**src/rtl/fission_pkg.sv**
```systemverilog
package fission_pkg;
  typedef enum logic [1:0] {
    OPK_PLAIN = 2'd0,
    OPK_VEC   = 2'd1,
    OPK_BCAST = 2'd2,
    OPK_WAIT  = 2'd3
  } op_kind_e;
endpackage

```
**src/rtl/fission_target.sv**
```systemverilog
module fission_target
  import fission_pkg::*;
#(
  parameter int N_CTX = 4,
  parameter int CTX_W = 2
) (
  input  op_kind_e         kind,
  input  logic             clone,
  input  logic [CTX_W-1:0] ctx,
  input  logic [N_CTX-1:0] ctx_en,
  output logic [N_CTX-1:0] tgt
);
  logic [N_CTX-1:0] own;

  generate
    for (genvar k = 0; k < N_CTX; k++) begin : g_own
      assign own[k] = (ctx == CTX_W'(k));
    end
  endgenerate

  always_comb begin
    unique case (kind)
      OPK_PLAIN: tgt = clone ? ctx_en : (own & ctx_en);
      OPK_VEC,
      OPK_BCAST: tgt = ctx_en;
      default:   tgt = '0;
    endcase
  end
endmodule

```
**src/rtl/fission_lane.sv**
```systemverilog
module fission_lane #(
  parameter int PW = 23
) (
  input  logic          clk,
  input  logic          rst_n,
  input  logic          load,
  input  logic [PW-1:0] d,
  input  logic          out_ready,
  output logic          free,
  output logic          out_valid,
  output logic [PW-1:0] q
);
  logic          vld_q, vld_d;
  logic [PW-1:0] pay_q;

  assign free      = !vld_q || out_ready;
  assign out_valid = vld_q;
  assign q         = pay_q;

  always_comb begin
    vld_d = vld_q;
    if (load)           vld_d = 1'b1;
    else if (out_ready) vld_d = 1'b0;
  end

  always_ff @(posedge clk or negedge rst_n) begin
    if (!rst_n) vld_q <= 1'b0;
    else        vld_q <= vld_d;
  end

  always_ff @(posedge clk) begin
    if (load) pay_q <= d;
  end
endmodule

```
**src/rtl/fission_barrier.sv**
```systemverilog
module fission_barrier #(
  parameter int N_CTX = 4
) (
  input  logic             clk,
  input  logic             rst_n,
  input  logic             wait_fire,
  input  logic [N_CTX-1:0] ctx_en,
  input  logic [N_CTX-1:0] port_busy,
  input  logic [N_CTX-1:0] rob_empty,
  output logic             pending
);
  logic pend_q, pend_d, drained;

  assign drained = &(~ctx_en | (~port_busy & rob_empty));
  assign pending = pend_q;

  always_comb begin
    pend_d = pend_q;
    if (pend_q && drained) pend_d = 1'b0;
    else if (wait_fire)    pend_d = 1'b1;
  end

  always_ff @(posedge clk or negedge rst_n) begin
    if (!rst_n) pend_q <= 1'b0;
    else        pend_q <= pend_d;
  end
endmodule

```
**src/rtl/fission_dispatch.sv**
```systemverilog
module fission_dispatch
  import fission_pkg::*;
#(
  parameter int N_CTX  = 4,
  parameter int DATA_W = 16,
  parameter int REG_W  = 5,
  localparam int CTX_W = (N_CTX > 1) ? $clog2(N_CTX) : 1,
  localparam int PW    = 2 + REG_W + DATA_W
) (
  input  logic                    clk,
  input  logic                    rst_n,
  input  logic [N_CTX-1:0]        ctx_en,
  input  logic                    in_valid,
  output logic                    in_ready,
  input  logic [1:0]              in_kind,
  input  logic                    in_clone,
  input  logic [CTX_W-1:0]        in_ctx,
  input  logic [REG_W-1:0]        in_dst,
  input  logic [DATA_W-1:0]       in_data,
  input  logic [N_CTX*DATA_W-1:0] in_vec,
  input  logic [N_CTX-1:0]        rob_empty,
  output logic [N_CTX-1:0]        out_valid,
  input  logic [N_CTX-1:0]        out_ready,
  output logic [N_CTX*2-1:0]      out_kind,
  output logic [N_CTX*REG_W-1:0]  out_dst,
  output logic [N_CTX*DATA_W-1:0] out_data,
  output logic [N_CTX*CTX_W-1:0]  out_ctx
);
  op_kind_e         kind;
  logic [N_CTX-1:0] tgt, lane_free, lane_load;
  logic             is_wait, room, pending, fire;

  assign kind    = op_kind_e'(in_kind);
  assign is_wait = (kind == OPK_WAIT);

  fission_target #(.N_CTX(N_CTX), .CTX_W(CTX_W)) u_tgt (
    .kind(kind), .clone(in_clone), .ctx(in_ctx), .ctx_en(ctx_en), .tgt(tgt)
  );

  assign room      = &(lane_free | ~tgt);
  assign in_ready  = !pending && (is_wait || room);
  assign fire      = in_valid && in_ready;
  assign lane_load = {N_CTX{fire && !is_wait}} & tgt;

  fission_barrier #(.N_CTX(N_CTX)) u_bar (
    .clk(clk), .rst_n(rst_n), .wait_fire(fire && is_wait), .ctx_en(ctx_en),
    .port_busy(out_valid), .rob_empty(rob_empty), .pending(pending)
  );

  generate
    for (genvar k = 0; k < N_CTX; k++) begin : g_lane
      logic [DATA_W-1:0] val;
      logic [PW-1:0]     d, q;
      assign val = (kind == OPK_VEC) ? in_vec[k*DATA_W +: DATA_W] : in_data;
      assign d   = {in_kind, in_dst, val};

      fission_lane #(.PW(PW)) u_lane (
        .clk(clk), .rst_n(rst_n), .load(lane_load[k]), .d(d),
        .out_ready(out_ready[k]), .free(lane_free[k]),
        .out_valid(out_valid[k]), .q(q)
      );

      assign out_kind[k*2 +: 2]          = q[PW-1 -: 2];
      assign out_dst[k*REG_W +: REG_W]   = q[DATA_W +: REG_W];
      assign out_data[k*DATA_W +: DATA_W] = q[DATA_W-1:0];
      assign out_ctx[k*CTX_W +: CTX_W]   = CTX_W'(k);
    end
  endgenerate
endmodule

```
**config.mk**
```make
export PLATFORM = sky130hd
export DESIGN_NAME = fission_dispatch
export DESIGN_NICKNAME = d
export VERILOG_FILES = /design/src/rtl/fission_pkg.sv /design/src/rtl/fission_target.sv /design/src/rtl/fission_lane.sv /design/src/rtl/fission_barrier.sv /design/src/rtl/fission_dispatch.sv
export SDC_FILE = /design/constraint.sdc
export NUM_CORES = 1
export LEC_CHECK = 0
export CORE_ASPECT_RATIO = 1.5
export CORE_MARGIN = 1.5
export CORE_UTILIZATION = 39
export CTS_CLUSTER_SIZE = 20
export DETAILED_ROUTE_END_ITERATION = 8
export HOLD_SLACK_MARGIN = 0.06
export PLACE_DENSITY_LB_ADDON = 0.3
export SLEW_MARGIN = 20
export SYNTH_ARGS = -nofsm -noshare
export SYNTH_HDL_FRONTEND = slang
export SYNTH_SLANG_ARGS = --single-unit
export TNS_END_PERCENT = 20
```
**constraint.sdc**
```tcl
create_clock -name clk -period 3.35 [get_ports clk]
set_input_delay 0.335 -clock clk [delete_from_list [all_inputs] [get_ports clk]]
set_output_delay 0.335 -clock clk [all_outputs]
set_load 0.005 [all_outputs]
```
# After elaboration in Yosys (flattened, before gate mapping)
# Index checks and enable logic that the tools add are counted.
[word_totals]
ff_bits = 97
latchBits = 0
mem_bits_rw = 0
romBits = 0
wordCells = 65
mem_count = 0
[classes]
add_sub_neg = 0
mul = 0
div = 0
magnitude_cmp = 0
eq_ne = 6
shift = 0
mux = 16
bitwise = 8
reduce_logical = 26
[op_table]
columns = ["cell", "n"]
rows = [
  ["two-way mux 16 bit", 4],
  ["AND 4 bit", 3],
  ["NOT 4 bit", 3],
  ["two-way mux 1 bit", 10],
  ["nonzero test 2 bit", 5],
  ["equality test 2 bit (second input constant)", 4],
  ["OR 4 bit", 2],
  ["case mux 4 bit (2 select lines)", 1],
  ["AND reduction 4 bit", 2],
  ["zero test 1 bit", 6],
  ["logical AND 1 bit", 5],
  ["logical OR 1 bit", 5],
  ["equality test 2 x 1 -> 1 bit (second input constant)", 2],
  ["zero test 2 bit", 2],
  ["two-way mux 4 bit", 1],
  ["OR reduction 2 bit", 1],
]

# Depth between registers and ports, before layout
[logic_depth]
word_depth = 13
depth_mapped = 7
depth_no_buf = 7

# By module
# Synthesis repeated with hierarchy kept, for this count alone.
[unflattened]
cells_unflattened = 247
hier_area_um2 = 3991.3
[by_module_without_submodules]
columns = ["mod", "instances", "cells_per_inst", "area_per_inst_um2"]
rows = [
  ["fission_lane", 4, 26, 738.2],
  ["fission_dispatch", 1, 115, 847.1],
  ["fission_target", 1, 18, 116.4],
  ["fission_barrier", 1, 10, 75.1],
]

# Worst setup path after synthesis
# OpenSTA, ideal clock, no wires.
[synth_timing]
path_type = "input port to flip-flop"
startpoint = "input port in_kind[0]"
endpoint = "register g_lane[0].u_lane.pay_q[0] (enable)"
arrival_time_ns = 2.514
required_time_ns = 2.947
path_slack_ns = 0.434
cell_stages = 7
path_buffers = 0
cell_sequence = "inv_1 -> ha_1 -> or2_4 -> o221ai_2 -> o32a_4 -> nand4_4 -> nor2_1"
[synth_between]
elab_chain_cells = 11
elab_cells_between_ends = 15
classes_between = "eq/ne (3); mux (1); bitwise (3); reduce/logical (8)"
[synth_lines]
columns = ["element", "line_no", "rtl"]
rows = [
  ["start: declaration", "fission_dispatch.sv:15", "input logic [1:0] in_kind,"],
  ["equality test 2 x 1 -> 1 bit or equality test 2 bit (tied branches)", "fission_target.sv:22", "unique case (kind)"],
  ["OR reduction 2 bit", "fission_target.sv:22", ""],
  ["case mux 4 bit (2 select lines)", "fission_target.sv:22", ""],
  ["NOT 4 bit", "fission_dispatch.sv:40", "assign room = &(lane_free | ~tgt);"],
  ["OR 4 bit", "fission_dispatch.sv:40", ""],
  ["AND reduction 4 bit", "fission_dispatch.sv:40", ""],
  ["logical OR 1 bit", "fission_dispatch.sv:41", "assign in_ready = !pending && (is_wait || room);"],
  ["logical AND 1 bit", "fission_dispatch.sv:41", ""],
  ["logical AND 1 bit", "fission_dispatch.sv:42", "assign fire = in_valid && in_ready;"],
  ["logical AND 1 bit", "fission_dispatch.sv:43", "assign lane_load = {N_CTX{fire && !is_wait}} & tgt;"],
  ["AND 4 bit *", "fission_dispatch.sv:43", ""],
  ["via g_lane[0].u_lane.load", "fission_lane.sv:6", "input logic load,"],
  ["end signal: assignment", "fission_lane.sv:32", "if (load) pay_q <= d;"],
  ["end: declaration", "fission_lane.sv:14", "logic [PW-1:0] pay_q;"],
]
# The timed path passes the listed nets; every way through them passes the cells marked *.
# A chain may end at the register's enable or synchronous reset.

# Worst setup path in the final report
[layout_timing]
startpoint = "input port in_kind[1]"
endpoint = "output port in_ready"
[layout_between]
elab_chain_cells = 8
elab_cells_between_ends = 11
classes_between = "eq/ne (3); mux (1); bitwise (2); reduce/logical (5)"
[layout_lines]
columns = ["element", "line_no", "rtl"]
rows = [
  ["equality test 2 x 1 -> 1 bit or equality test 2 bit (tied branches)", "fission_target.sv:22", ""],
  ["OR reduction 2 bit", "fission_target.sv:22", ""],
  ["case mux 4 bit (2 select lines)", "fission_target.sv:22", ""],
  ["NOT 4 bit", "fission_dispatch.sv:40", ""],
  ["OR 4 bit", "fission_dispatch.sv:40", ""],
  ["AND reduction 4 bit", "fission_dispatch.sv:40", ""],
  ["logical OR 1 bit *", "fission_dispatch.sv:41", ""],
  ["logical AND 1 bit *", "fission_dispatch.sv:41", ""],
  ["end: declaration", "fission_dispatch.sv:14", "output logic in_ready,"],
]
# Every way passes the cells marked *; elsewhere a longest branch is shown, timed or not.

==> impl_results.md <==
* R2R depth at 5
* Worst r2r src: g_lane[3].u_lane.out_valid
* Top cell type's share of synthesized area at 69.6%
* Startpoint Class: primary input
* Unrepaired setup endpoints after global routing: no
* Post-synthesis async set-or-reset flop share at 5.15%
* Worst R2R Setup Slack at 1450 ps
* Yosys reg bits at 97
* Fin crit share at 92.5%
* Count leader, synth: nand2_1
* Cells after DPL at 624
* WL per Instance at 16.0 um
* Post-synthesis cell count at 313
* Seq/Total Area, Yosys at 72.8%
* Crit Path Class: in -> out
* DRC at 12
* Max Clock Freq at 323 MHz
* IO buf count at 201
* Antenna diode count at 0
* Worst Clk Skew at 4.37 ps
* LEAKAGE at 0.00246 uW
* FF-to-FF End: g_lane[2].u_lane.q[14]
* Area Growth Syn to Fin at 61.4%
* PwrDens at 438 mW/mm^2
* Crit-path leading delay family: buffers and inverters
* Crit-path max FO at 6
* Crit path largest cell delay at 520 ps
* CTS tree: built
* Setup_tns at 0 ps
* Peak supply drop at 0.283 mV
* Gpl congestion at 0.850
* Routed Antenna Nets at 0
* Die Wd at 85.4 um
* Vias in the first global route at 3136
* Largest net degree at the start of global routing at 61
* Cell Chain, Critical Path: clkdlybuf4s50_1 -> inv_1 -> ha_1 -> or2_4 -> o221ai_2 -> o32a_4 -> o211ai_1 -> o21ai_1 -> clkdlybuf4s50_1
* Final min period at 3100 ps
* Max Root-Sink Buffers at 2
* Final Hold Fails at 0
* Max_cap viols at 0
* EDFF count, synth at 92
* Status: finished with violations
* Post-synthesis cell type count at 34
* GRT Total Usage at 19.5%
* H-Tree Depth at 3
* CP required at 3010 ps
* Worst hold-check path type: in -> async
* Mapped cell area at 0.00397 mm^2
* DR iter-0 viols at 117
* Layout cells sized above 1 at 6.86%
* Post-CTS Setup Repair Bufs at 0
* Layout Cells excl Fill at 640
* Failing checks: DRC
* Total number of yosys warnings at 0
* Post-cts resize count at 0
* Syn Area/Cell at 12.7 um^2
* CP endpoint kind: output port
* # hold bufs at CTS at 0
* Worst-Skew Late Latency at 340 ps
* Root buffer cell: clkbuf_16
* Routed vias at 3047
* Die H at 127 um
* Top Ports at 210
* Drt total wl at 10.3 mm
* Most used cell, CP: clkdlybuf4s50_1
* CP Data Arrival Time at 2760 ps
* Primary FF master, synth: edfxtp_1
* Final setup viols at 0
* Die area at 0.0108 mm^2
* Inserted Clock Buffers at 9
* First-pass GRT wire length at 15.8 mm
* Initial Util at 40.5%
* Via density at 4.76
* Synth cell count leaders: nand2_1, edfxtp_1, nand2b_1, buf_4, inv_1
* Crit-path slowest cell: clkdlybuf4s50_1
* Post-synth top area cell: edfxtp_1
* Row Count at 44
* Initial antenna violation count at 0
* DP Wirelength at 7.94 mm
* Most area-consuming cells after synthesis: edfxtp_1, nand2_1, dfrtp_1
* Sink Count at 97
* Core area at 0.00980 mm^2
* Final Max Tran Viols at 0
* Clock-pin slew on the worst setup and hold paths at 60 ps
* Nets@finish at 629
* DRT Pass-1 Iters at 6
* Worst Path Buf+Inv at 3
* Overflow left after global routing at 0
-- per-layer routing --
| metal | wire [um] | vias to the layer above | track usage [%] |
|---|---|---|---|
| met5 | 0 | - | 0 |
| met3 | 780 | 24 | 5.73 |
| met4 | 297 | 0 | 7.69 |
| met2 | 5530 | 153 | 35.3 |
| met1 | 3660 | 1412 | 21.2 |
| li1 | - | 1458 | - |
-- layout make-up --
type,count,area [um^2]
clock buffer,9,225
clock inverter,7,61.3
fill,778,3400
inverter,8,30.0
multi-input combinational,194,962
sequential,97,2890
tap,115,144
timing repair buffer,210,2090
-- sequential cells by signal, summed over array words and instances, names as in the netlist --
register,flops
g_lane.u_lane.out_valid,4
g_lane.u_lane.q,92
u_bar.pending,1
-- stage by stage --
stage | power, uW | instance area (um^2) | util, % | hold WS (ps) | worst slack (ps)
2_1_floorplan | 1590 | 3990 | - | 39.4 | 434
3_3_place_gp | 1840 | 6120 | 62.4 | 539 | 331
3_5_place_dp | 1850 | 6120 | 62.4 | 566 | 265
4_1_cts | 2830 | 6400 | 65.3 | 210 | 245
5_1_grt | 2920 | 6400 | 65.3 | 217 | 88.9
6_report | 2810 | 6400 | 65.3 | 216 | 253
-- kinds of logic after synthesis --
family / share of synthesized area (%)
simple gates: 17.8
flops: 72.8
buf+inv: 3.78
compound gates: 4.23
fa+ha+maj: 1.26
other cells: 0.189
-- how the worst max path moves through the flow --
stage / start / cells past startpoint / end
after floorplan: in_kind[0] / 7 / g_lane[0].u_lane.q[0]
after global placement: in_kind[0] / 9 / in_ready
after detailed placement: in_kind[0] / 9 / in_ready
after CTS: in_kind[0] / 9 / in_ready
after global routing: in_kind[1] / 9 / in_ready
final: in_kind[1] / 9 / in_ready
-- layout by cell type (no fill, tap or decap), types with 2 or more instances in the layout --
cell / netlist / routed
a21oi_1: 3 / 3
and2b_1: 2 / 2
and3_1: 2 / 2
buf_4: 12 / 8
clkbuf_16: 0 / 9
clkdlybuf4s50_1: 0 / 201
clkinv_2: 0 / 4
conb_1: 2 / 8
dfrtp_1: 5 / 5
edfxtp_1: 92 / 92
ha_1: 4 / 3
inv_1: 8 / 8
nand2_1: 129 / 129
nand2b_1: 17 / 17
nor2_2: 0 / 3
nor3b_1: 2 / 2
o21ai_0: 3 / 3
o21ai_1: 2 / 2
o221ai_2: 2 / 2
-- power breakdown --
| part | internal [uW] | switching [uW] |
|---|---|---|
| combinational | 238 | 175 |
| sequential | 1390 | 21.3 |
| clock | 570 | 409 |
| total | 2200 | 605 |
Power figures use the tool's default switching activity.
